<file path="src/rtl/sdbi_pkg.sv">
package sdbi_pkg;

  // Command encoding as {cs_n, ras_n, cas_n, we_n}
  typedef enum logic [3:0] {
    CMD_LMR = 4'b0000,
    CMD_REF = 4'b0001,
    CMD_PRE = 4'b0010,
    CMD_NOP = 4'b0111
  } cmd_t;

  typedef enum logic [2:0] {
    PH_HOLD,
    PH_PRE,
    PH_REF,
    PH_LMR,
    PH_XLMR,
    PH_DONE
  } phase_t;

  typedef struct packed {
    logic [2:0] lat;
    logic       interleave;
    logic [2:0] blen;
    logic       single_wr;
  } mode_cfg_t;

  typedef struct packed {
    logic       en;
    logic       half_drive;
    logic [1:0] array_sel;
  } xmode_cfg_t;

endpackage

</file>
<file path="src/rtl/sdbi_fsm.sv">
module sdbi_fsm
  import sdbi_pkg::*;
#(
  parameter int STABLE_CYC = 20000,
  parameter int REF_CNT    = 2,
  parameter int T_RP       = 3,
  parameter int T_RC       = 7,
  parameter int T_MRD      = 2
) (
  input  logic   clk,
  input  logic   rst_n,
  input  logic   ext_en,
  output phase_t phase,
  output logic   done
);
  localparam int G1   = (STABLE_CYC > T_RP) ? STABLE_CYC : T_RP;
  localparam int G2   = (T_RC > T_MRD) ? T_RC : T_MRD;
  localparam int MAXG = (G1 > G2) ? G1 : G2;
  localparam int CW   = $clog2(MAXG + 1);
  localparam int RW   = $clog2(REF_CNT + 1);

  logic [CW-1:0] left;
  logic [RW-1:0] refs;
  phase_t        nxt;

  // Every command state lasts one cycle, then PH_HOLD counts out the gap
  always_ff @(posedge clk or negedge rst_n) begin
    if (!rst_n) begin
      phase <= PH_HOLD;
      left  <= CW'(STABLE_CYC);
      nxt   <= PH_PRE;
      refs  <= RW'(REF_CNT);
    end else begin
      case (phase)
        PH_HOLD: begin
          if (left == CW'(1)) phase <= nxt;
          else                left  <= left - CW'(1);
        end
        PH_PRE: begin
          phase <= PH_HOLD;
          left  <= CW'(T_RP - 1);
          nxt   <= PH_REF;
        end
        PH_REF: begin
          phase <= PH_HOLD;
          left  <= CW'(T_RC - 1);
          refs  <= refs - RW'(1);
          nxt   <= (refs == RW'(1)) ? PH_LMR : PH_REF;
        end
        PH_LMR: begin
          phase <= PH_HOLD;
          left  <= CW'(T_MRD - 1);
          nxt   <= ext_en ? PH_XLMR : PH_DONE;
        end
        PH_XLMR: begin
          phase <= PH_HOLD;
          left  <= CW'(T_MRD - 1);
          nxt   <= PH_DONE;
        end
        default: phase <= PH_DONE;
      endcase
    end
  end

  assign done = (phase == PH_DONE);
endmodule

</file>
<file path="src/rtl/sdbi_word.sv">
module sdbi_word
  import sdbi_pkg::*;
#(
  parameter int AW = 12
) (
  input  phase_t          phase,
  input  mode_cfg_t       mcfg,
  input  xmode_cfg_t      xcfg,
  output cmd_t            cmd,
  output logic [1:0]      ba,
  output logic [AW-1:0]   addr
);
  logic [2:0] arr_code;

  always_comb begin
    case (xcfg.array_sel)
      2'd1:    arr_code = 3'b001;
      2'd2:    arr_code = 3'b010;
      default: arr_code = 3'b000;  // 0 and the reserved 3 both mean full array
    endcase
  end

  always_comb begin
    cmd  = CMD_NOP;
    ba   = 2'b00;
    addr = '0;
    case (phase)
      PH_PRE: begin
        cmd      = CMD_PRE;
        addr[10] = 1'b1;
      end
      PH_REF: cmd = CMD_REF;
      PH_LMR: begin
        cmd       = CMD_LMR;
        addr[9]   = mcfg.single_wr;
        addr[6:4] = mcfg.lat;
        addr[3]   = mcfg.interleave;
        addr[2:0] = mcfg.blen;
      end
      PH_XLMR: begin
        cmd       = CMD_LMR;
        ba        = 2'b10;
        addr[5]   = xcfg.half_drive;
        addr[2:0] = arr_code;
      end
      default: ;
    endcase
  end
endmodule

</file>
<file path="src/rtl/sdbi_bus.sv">
module sdbi_bus
  import sdbi_pkg::*;
#(
  parameter int AW = 12
) (
  input  logic          own_ctl,
  input  cmd_t          init_cmd,
  input  logic [1:0]    init_ba,
  input  logic [AW-1:0] init_addr,
  input  logic          ctl_cke,
  input  logic [3:0]    ctl_cmd,
  input  logic [1:0]    ctl_ba,
  input  logic [AW-1:0] ctl_addr,
  output logic          cke,
  output logic [3:0]    cmd_pins,
  output logic [1:0]    ba,
  output logic [AW-1:0] addr
);
  always_comb begin
    if (own_ctl) begin
      cke      = ctl_cke;
      cmd_pins = ctl_cmd;
      ba       = ctl_ba;
      addr     = ctl_addr;
    end else begin
      cke      = 1'b1;
      cmd_pins = init_cmd;
      ba       = init_ba;
      addr     = init_addr;
    end
  end
endmodule

</file>
<file path="src/rtl/sdram_boot_seq.sv">
module sdram_boot_seq
  import sdbi_pkg::*;
#(
  parameter int AW         = 12,
  parameter int STABLE_CYC = 20000,
  parameter int REF_CNT    = 2,
  parameter int T_RP       = 3,
  parameter int T_RC       = 7,
  parameter int T_MRD      = 2
) (
  input  logic          clk,
  input  logic          rst_n,
  input  logic [2:0]    mr_cas_lat,
  input  logic          mr_interleave,
  input  logic [2:0]    mr_burst_len,
  input  logic          mr_single_write,
  input  logic          xm_enable,
  input  logic          xm_half_drive,
  input  logic [1:0]    xm_array_sel,
  input  logic          ctl_cke,
  input  logic          ctl_cs_n,
  input  logic          ctl_ras_n,
  input  logic          ctl_cas_n,
  input  logic          ctl_we_n,
  input  logic [1:0]    ctl_ba,
  input  logic [AW-1:0] ctl_addr,
  output logic          sd_cke,
  output logic          sd_cs_n,
  output logic          sd_ras_n,
  output logic          sd_cas_n,
  output logic          sd_we_n,
  output logic [1:0]    sd_ba,
  output logic [AW-1:0] sd_addr,
  output logic          init_done
);
  phase_t        phase;
  cmd_t          icmd;
  logic [1:0]    iba;
  logic [AW-1:0] iaddr;
  logic [3:0]    pins;
  mode_cfg_t     mcfg;
  xmode_cfg_t    xcfg;

  assign mcfg = '{lat: mr_cas_lat, interleave: mr_interleave,
                  blen: mr_burst_len, single_wr: mr_single_write};
  assign xcfg = '{en: xm_enable, half_drive: xm_half_drive,
                  array_sel: xm_array_sel};

  sdbi_fsm #(
    .STABLE_CYC(STABLE_CYC), .REF_CNT(REF_CNT),
    .T_RP(T_RP), .T_RC(T_RC), .T_MRD(T_MRD)
  ) u_fsm (
    .clk(clk), .rst_n(rst_n), .ext_en(xcfg.en),
    .phase(phase), .done(init_done)
  );

  sdbi_word #(.AW(AW)) u_word (
    .phase(phase), .mcfg(mcfg), .xcfg(xcfg),
    .cmd(icmd), .ba(iba), .addr(iaddr)
  );

  sdbi_bus #(.AW(AW)) u_bus (
    .own_ctl(init_done), .init_cmd(icmd), .init_ba(iba), .init_addr(iaddr),
    .ctl_cke(ctl_cke), .ctl_cmd({ctl_cs_n, ctl_ras_n, ctl_cas_n, ctl_we_n}),
    .ctl_ba(ctl_ba), .ctl_addr(ctl_addr),
    .cke(sd_cke), .cmd_pins(pins), .ba(sd_ba), .addr(sd_addr)
  );

  assign {sd_cs_n, sd_ras_n, sd_cas_n, sd_we_n} = pins;
endmodule

</file>
<file path="config.mk">
export PLATFORM = sky130hd
export DESIGN_NAME = sdram_boot_seq
export DESIGN_NICKNAME = d
export VERILOG_FILES = /design/src/rtl/sdbi_pkg.sv /design/src/rtl/sdbi_fsm.sv /design/src/rtl/sdbi_word.sv /design/src/rtl/sdbi_bus.sv /design/src/rtl/sdram_boot_seq.sv
export SDC_FILE = /design/constraint.sdc
export NUM_CORES = 1
export LEC_CHECK = 0
export CAP_MARGIN = 30
export CORE_ASPECT_RATIO = 0.7
export CORE_MARGIN = 2
export CORE_UTILIZATION = 50
export DETAILED_ROUTE_END_ITERATION = 12
export PLACE_DENSITY = 0.83
export SLEW_MARGIN = 20
export SYNTH_ARGS = -nofsm -noshare
export SYNTH_HDL_FRONTEND = slang
export SYNTH_SLANG_ARGS = --single-unit
</file>
<file path="constraint.sdc">
create_clock -name clk -period 4.2 [get_ports clk]
set_input_delay 0.63 -clock clk [delete_from_list [all_inputs] [get_ports clk]]
set_output_delay 0.63 -clock clk [all_outputs]
set_load 0.05 [all_outputs]
</file>
==> impl_metrics.yaml, run 1 <==
clocking:
  post_cts_buffers: 0
  path_clk_slew_ns: 0.08
  clk-insertion-delay-late_ns: 0.26
  cts_root_buffer: "clkbuf_8"
  cts_resized: 0
  h-tree-depth: 1
  cts.sinks: 23
  cts_tree: "yes"
  cts_made_buffers: 3
  cts_hold_buf: 0
  clockBufferDepth: 2
setup_path:
  path_max_fanout: 34
  r2r_slack_ns: 1.89
  path_class: "register to primary output"
  arrival_ns: 2.63
  path_cells: "and3b_1 > o2bb2ai_1 > clkdlybuf4s50_1"
  cp_slowest_cell: "dfrtp_1"
  reg2regPathDepth: 4
  endpoint_kind: "primary output"
  max_stage_delay_ns: 0.95
  crit_end: "sd_addr[0]"
  r2r_start: "u_fsm.phase[0]$_DFFE_PN0P_"
  crit_start: "u_fsm.phase[0]$_DFFE_PN0P_"
  reg2reg_to: "u_fsm.left[12]$_DFFE_PN0P_"
  crit_path_start_kind: "register"
  cp.required_ns: 3.57
placement:
  port_buffers: 52
  placed_cell_area_um2: 2187
  place_inst: 277
  dpl.hpwl_mm: 3.526
  gp_congestion: 0.8027
  place_ws_ns: 1.206
logic_synthesis:
  yosys.area.top_type: "dfrtp_1"
  yosysWarnings: 0
  yosys-top-cells-area: "dfrtp_1 25%, dfstp_2 11%, a21oi_1 5.5%"
  synth_simple_gate_area_share_pct: 31.00
  synth_cells: 196
  syn_area_um2: 1627
  synthAdderAreaFrac_pct: 2.308
  synthFlopType: "dfrtp_1"
  syn-num-nets: 232
  synthMuxAreaShare_pct: 1.846
  syn_area_per_cell_um2: 8.299
  synth.distinct_cells: 46
  synthXorXnorAreaFrac_pct: 0.5385
  synth_top_family_by_area: "simple AND/OR/NAND/NOR gates"
  synth_top_area_share_pct: 24.62
  synth_compound_area_share_pct: 23.92
  ys_seq_area_share_pct: 35.92
  async_flop_share_pct: 100.0
  synth_edf_count: 0
  ys_ff_latch: 23
layout:
  antenna_cells: 0
  final_common_cell: "clkdlybuf4s50_1"
  n_fill_cell: 241
  finish.instance_area_um2: 2232
  drive_gt1_share_pct: 8.230
  fin_cells: 281
  finalCoreUtilization_pct: 71.39
  nNetsFinal: 280
  layout_common_cells: "52 x clkdlybuf4s50_1, 18 x a21oi_1, 16 x nor2_1, 16 x dfrtp_1"
  area_growth_syn_to_layout_pct: 37.23
routing:
  ant_nets: 0
  routed_via_density: 5.854
  num_vias: 1645
  remaining_drc_errors: 0
  drt-wirelength-per-cell_um: 16.50
  drtIter0Drc: 164
  drt-pass1-iter-count: 5
  wl_mm: 4.636
sta:
  period_share_pct: 77.66
  period_needed_ns: 3.262
  slew_violations: 0
  setup_viol: 0
  timing.final.ws_setup_ns: 0.9383
  hold_ws_ns: 0.4943
  max_freq_mhz: 306.6
  worst_slew_pin_slew_ns: 0.9086
  hold_viol: 0
  grt_setup_unrepaired: "no"
  finalSetupTns_ns: 0
  finClkSkew_ns: 0.01109
  slew_headroom_pct: 39.42
global_routing:
  grt-busiest-layer: "met2"
  antenna_found_initial: 0
  grt_max_degree: 35
  met2_usage_pct: 39.91
  gr-total-overflow: 0
  grtUsageMet1_pct: 39.46
  grt_usage_pct: 26.24
  grt_pass1_vias: 1492
  grtUsageMet3_pct: 5.039
  grt_pass1_wl_mm: 7.507
floorplanning:
  die_w_um: 72.17
  die_y_um: 51.72
  die-area_um2: 3733
  start_util_pct: 52.02
  io_pins: 53
  core_um2: 3127
  fp-row-count: 17
power_and_ir_drop:
  finalPower_uw: 393.9
  power_per_cell_area_nw_per_um2: 176.5
  vdd_drop_max_mv: 0.2303
  p_leak_nw: 0.8618
worst_hold_path:
  hp-start: "u_fsm.refs[0]$_DFFE_PN0P_"
  min_path_type: "register to register"
run_status:
  status: "completed"
flow_run:
  cap_violations: 0
==> cell families (layout without fill, tap and decap cells) <==
| kind of cell | after synthesis | in the layout |
|---|---|---|
| compound gates | 61 | 61 |
| flops | 23 | 23 |
| mux | 3 | 3 |
| simple gates | 86 | 86 |
| fa+ha+maj | 3 | 3 |
| xor+xnor | 1 | 1 |
| buf+inv | 19 | 66 |
==> layout make-up <==
| cell class | count | area [um^2] | share of cell area (%) |
|---|---|---|---|
| clock buffer | 4 | 45.04 | 2.018 |
| inverter | 8 | 30.03 | 1.345 |
| multi-input combinational | 154 | 969.7 | 43.44 |
| sequential | 23 | 584.3 | 26.18 |
| tap | 38 | 47.55 | 2.130 |
| timing repair buffer | 54 | 555.5 | 24.89 |
==> state kept, by name, indices dropped and copies added (netlist names) <==
| register | flops |
|---|---|
| u_fsm.left | 15 |
| u_fsm.phase | 3 |
| u_fsm.refs | 2 |
| u_fsm.nxt | 3 |
==> where the power goes <==
part	switching (mW)	total (mW)	internal [mW]	leakage [nW]
Sequential	0	0.222	0.222	0.250
Clock	0.0655	0.133	0.0676	0.0228
Combinational	0.00974	0.0391	0.0294	0.589
==> routing by layer <==
| layer | wire [um] | vias to the layer above |
|---|---|---|
| li1 | - | 835 |
| met5 | 0 | - |
| met1 | 2228 | 778 |
| met3 | 180 | 2 |
| met2 | 2210 | 30 |
| met4 | 17 | 0 |
==> synthesized netlist by cell type, types with 3 or more instances <==
cell       instances
nor2_1            16
a21oi_1           18
a22oi_1            6
o2bb2ai_1          3
ha_1               3
dfrtp_1           16
mux2i_1            3
and3_1             9
o41ai_1            3
or4_1              3
nand3_1           10
nand2_1           15
nor3_1             8
nor2b_1            6
clkbuf_1           9
inv_1              8
o21ai_0           15
dfstp_2            7
a31oi_1            3
==> worst max-delay path, delay by kind of cell (launching register included) <==
| family | cells | cell delay, ns |
|---|---|---|
| flops | 1 | 0.95 |
| buf+inv | 1 | 0.82 |
| simple gates | 1 | 0.44 |
| compound gates | 1 | 0.16 |
==> worst min path at each step <==
stage	to	slack (ns)	cells after the start
floorplan	u_fsm.left[0]$_DFFE_PN0P_	0.33	0
global placement	u_fsm.refs[0]$_DFFE_PN0P_	0.46	1
detailed placement	u_fsm.refs[0]$_DFFE_PN0P_	0.49	1
CTS	u_fsm.refs[0]$_DFFE_PN0P_	0.51	1
global route	u_fsm.refs[0]$_DFFE_PN0P_	0.52	1
finish	u_fsm.refs[0]$_DFFE_PN0P_	0.49	1
(Power assumes the default switching activity.)
==> inputs of run 2 (changes only) <==
CORE_UTILIZATION = 42   (was 50)
PLACE_DENSITY = 0.74   (was 0.83)
clock period = 2.7 ns   (was 4.2 ns; I/O delays follow)
==> run 2 against run 1 <==
Via count rose by 3.1%. Clock skew fell by 0.0085 ns. Worst setup slack got worse by 0.69 ns. Critical path depth rose by 1. Sequential share of layout area fell by 1.8 points. Die area rose by 18%. Clock-buffer cell count fell by 1. Final area rose by 7.2%. Combinational power rose by 45%. Worst hold slack got worse by 0.0081 ns. Critical endpoint is now sd_cke. Largest cell class unchanged.
==> impl_metrics.yaml, run 2 (synthesized netlist as in run 1, its figures left out) <==
sta:
  worst_slew_pin_slew_ns: 0.6366
  grt_setup_unrepaired: "no"
  slew_headroom_pct: 57.23
  period_needed_ns: 2.455
  setup_viol: 0
  hold_viol: 0
  period_share_pct: 90.93
  finalSetupTns_ns: 0
  slew_violations: 0
  max_freq_mhz: 407.3
  finClkSkew_ns: 0.002549
placement:
  gp_congestion: 0.8356
  place_inst: 293
  port_buffers: 52
  dpl.hpwl_mm: 3.663
flow_run:
  cap_violations: 0
routing:
  remaining_drc_errors: 0
  drt-wirelength-per-cell_um: 15.97
  wl_mm: 4.743
  drt-pass1-iter-count: 4
  drtIter0Drc: 203
  routed_via_density: 5.710
  num_vias: 1696
  ant_nets: 0
power_and_ir_drop:
  power_per_cell_area_nw_per_um2: 258.0
  p_leak_nw: 0.9458
  finalPower_uw: 617.5
  vdd_drop_max_mv: 0.2390
layout:
  final_common_cell: "clkdlybuf4s50_1"
  nNetsFinal: 284
  area_growth_syn_to_layout_pct: 47.15
  drive_gt1_share_pct: 16.60
  largest_registers: "u_fsm.left: 15 flops, u_fsm.nxt: 3 flops, u_fsm.phase: 3 flops"
  fin_cells: 297
  largest_register_ffs: 15
  layout_common_cells: "36 x clkdlybuf4s50_1, 18 x a21oi_1, 16 x nor2_1, 16 x dfrtp_1"
  n_fill_cell: 294
  registers.top_by_ff_count: "u_fsm.left"
  regArea_um2: 584.3
  antenna_cells: 0
  multi_input_area_um2: 969.7
global_routing:
  gr-total-overflow: 0
  grt_usage_pct: 22.70
  grt_max_degree: 24
  antenna_found_initial: 0
  grt_pass1_vias: 1562
  grt_pass1_wl_mm: 7.955
floorplanning:
  die-area_um2: 4394
  core_um2: 3626
  die_w_um: 78.38
  io_pins: 53
  fp-row-count: 18
  start_util_pct: 44.86
  die_y_um: 56.07
clocking:
  cts_root_buffer: "clkbuf_8"
  cts_hold_buf: 0
  cts_tree: "yes"
  h-tree-depth: 1
  cts_resized: 0
  clockBufferDepth: 2
  post_cts_buffers: 0
  clk-insertion-delay-late_ns: 0.27
  cts_made_buffers: 3
  path_clk_slew_ns: 0.08
  cts.sinks: 23
setup_path:
  arrival_ns: 2.05
  cp.required_ns: 2.30
  path_max_fanout: 12
  path_class: "register to primary output"
  endpoint_kind: "primary output"
  crit_path_start_kind: "register"
worst_hold_path:
  min_path_type: "primary input to asynchronous set/reset pin"
run_status:
  status: "completed"
run 2: changes by cell type in the layout (fill, tap and decap cells not counted):
cell,before,now
clkinv_2,0,1
buf_4,1,8
clkbuf_1,1,0
clkdlybuf4s50_1,52,36
buf_12,0,14
buf_16,1,0
run 2: area by class of cell:
cell class	count	area share, %
Sequential cell	23	24.41
Clock buffer	3	1.725
Timing Repair Buffer	58	29.27
Multi-Input combinational cell	154	40.51
Clock inverter	1	0.2091
Tap cell	50	2.614
Inverter	8	1.255
run 2: power breakdown:
| part | leakage (nW) | switching (mW) | internal [mW] |
|---|---|---|---|
| Sequential | 0.250 | 0 | 0.345 |
| Clock | 0.0255 | 0.113 | 0.103 |
| Combinational | 0.670 | 0.0142 | 0.0425 |
| Total | 0.946 | 0.127 | 0.490 |
run 2: through the flow:
stage	util, %	hold WS (ns)	area [um^2]	worst slack [ns]
3_3_place_gp	64.73	0.4625	2347	0.4630
2_1_floorplan	-	0.1094	1627	0.1628
3_5_place_dp	64.73	0.4787	2347	0.4362
5_1_grt	66.01	0.5012	2394	0.09971
4_1_cts	66.01	0.4943	2394	0.2421
6_report	66.01	0.4862	2394	0.2450
run 2: worst paths after layout:
path                                                    to  depth (start not counted)                        from  slack, ns
worst max-delay path                                sd_cke                          4  u_fsm.phase[1]$_DFFE_PN0P_       0.24
worst min-delay path             u_fsm.left[6]$_DFFE_PN0P_                          2                       rst_n       0.49
worst max register to register   u_fsm.left[1]$_DFFE_PN0P_                          4  u_fsm.phase[0]$_DFFE_PN0P_       0.56
worst min register to register   u_fsm.refs[0]$_DFFE_PN0P_                          1   u_fsm.refs[0]$_DFFE_PN0P_       0.49
max in group asynchronous       u_fsm.left[10]$_DFFE_PN1P_                          2                       rst_n       1.92
min in group clk                 u_fsm.refs[0]$_DFFE_PN0P_                          1   u_fsm.refs[0]$_DFFE_PN0P_       0.49
run 2: worst max-delay path, stage by stage, from the launching register on:
cell,delay (ns)
dfrtp_1,0.53
inv_1,0.17
and3_1,0.21
nand2b_1,0.07
clkdlybuf4s50_1,0.79
run 2: per-layer routing:
layer	global-route usage (%)	routed length, um
met5	0	0
met4	3.258	22
met3	4.058	278
met2	32.51	2132
met1	35.89	2310
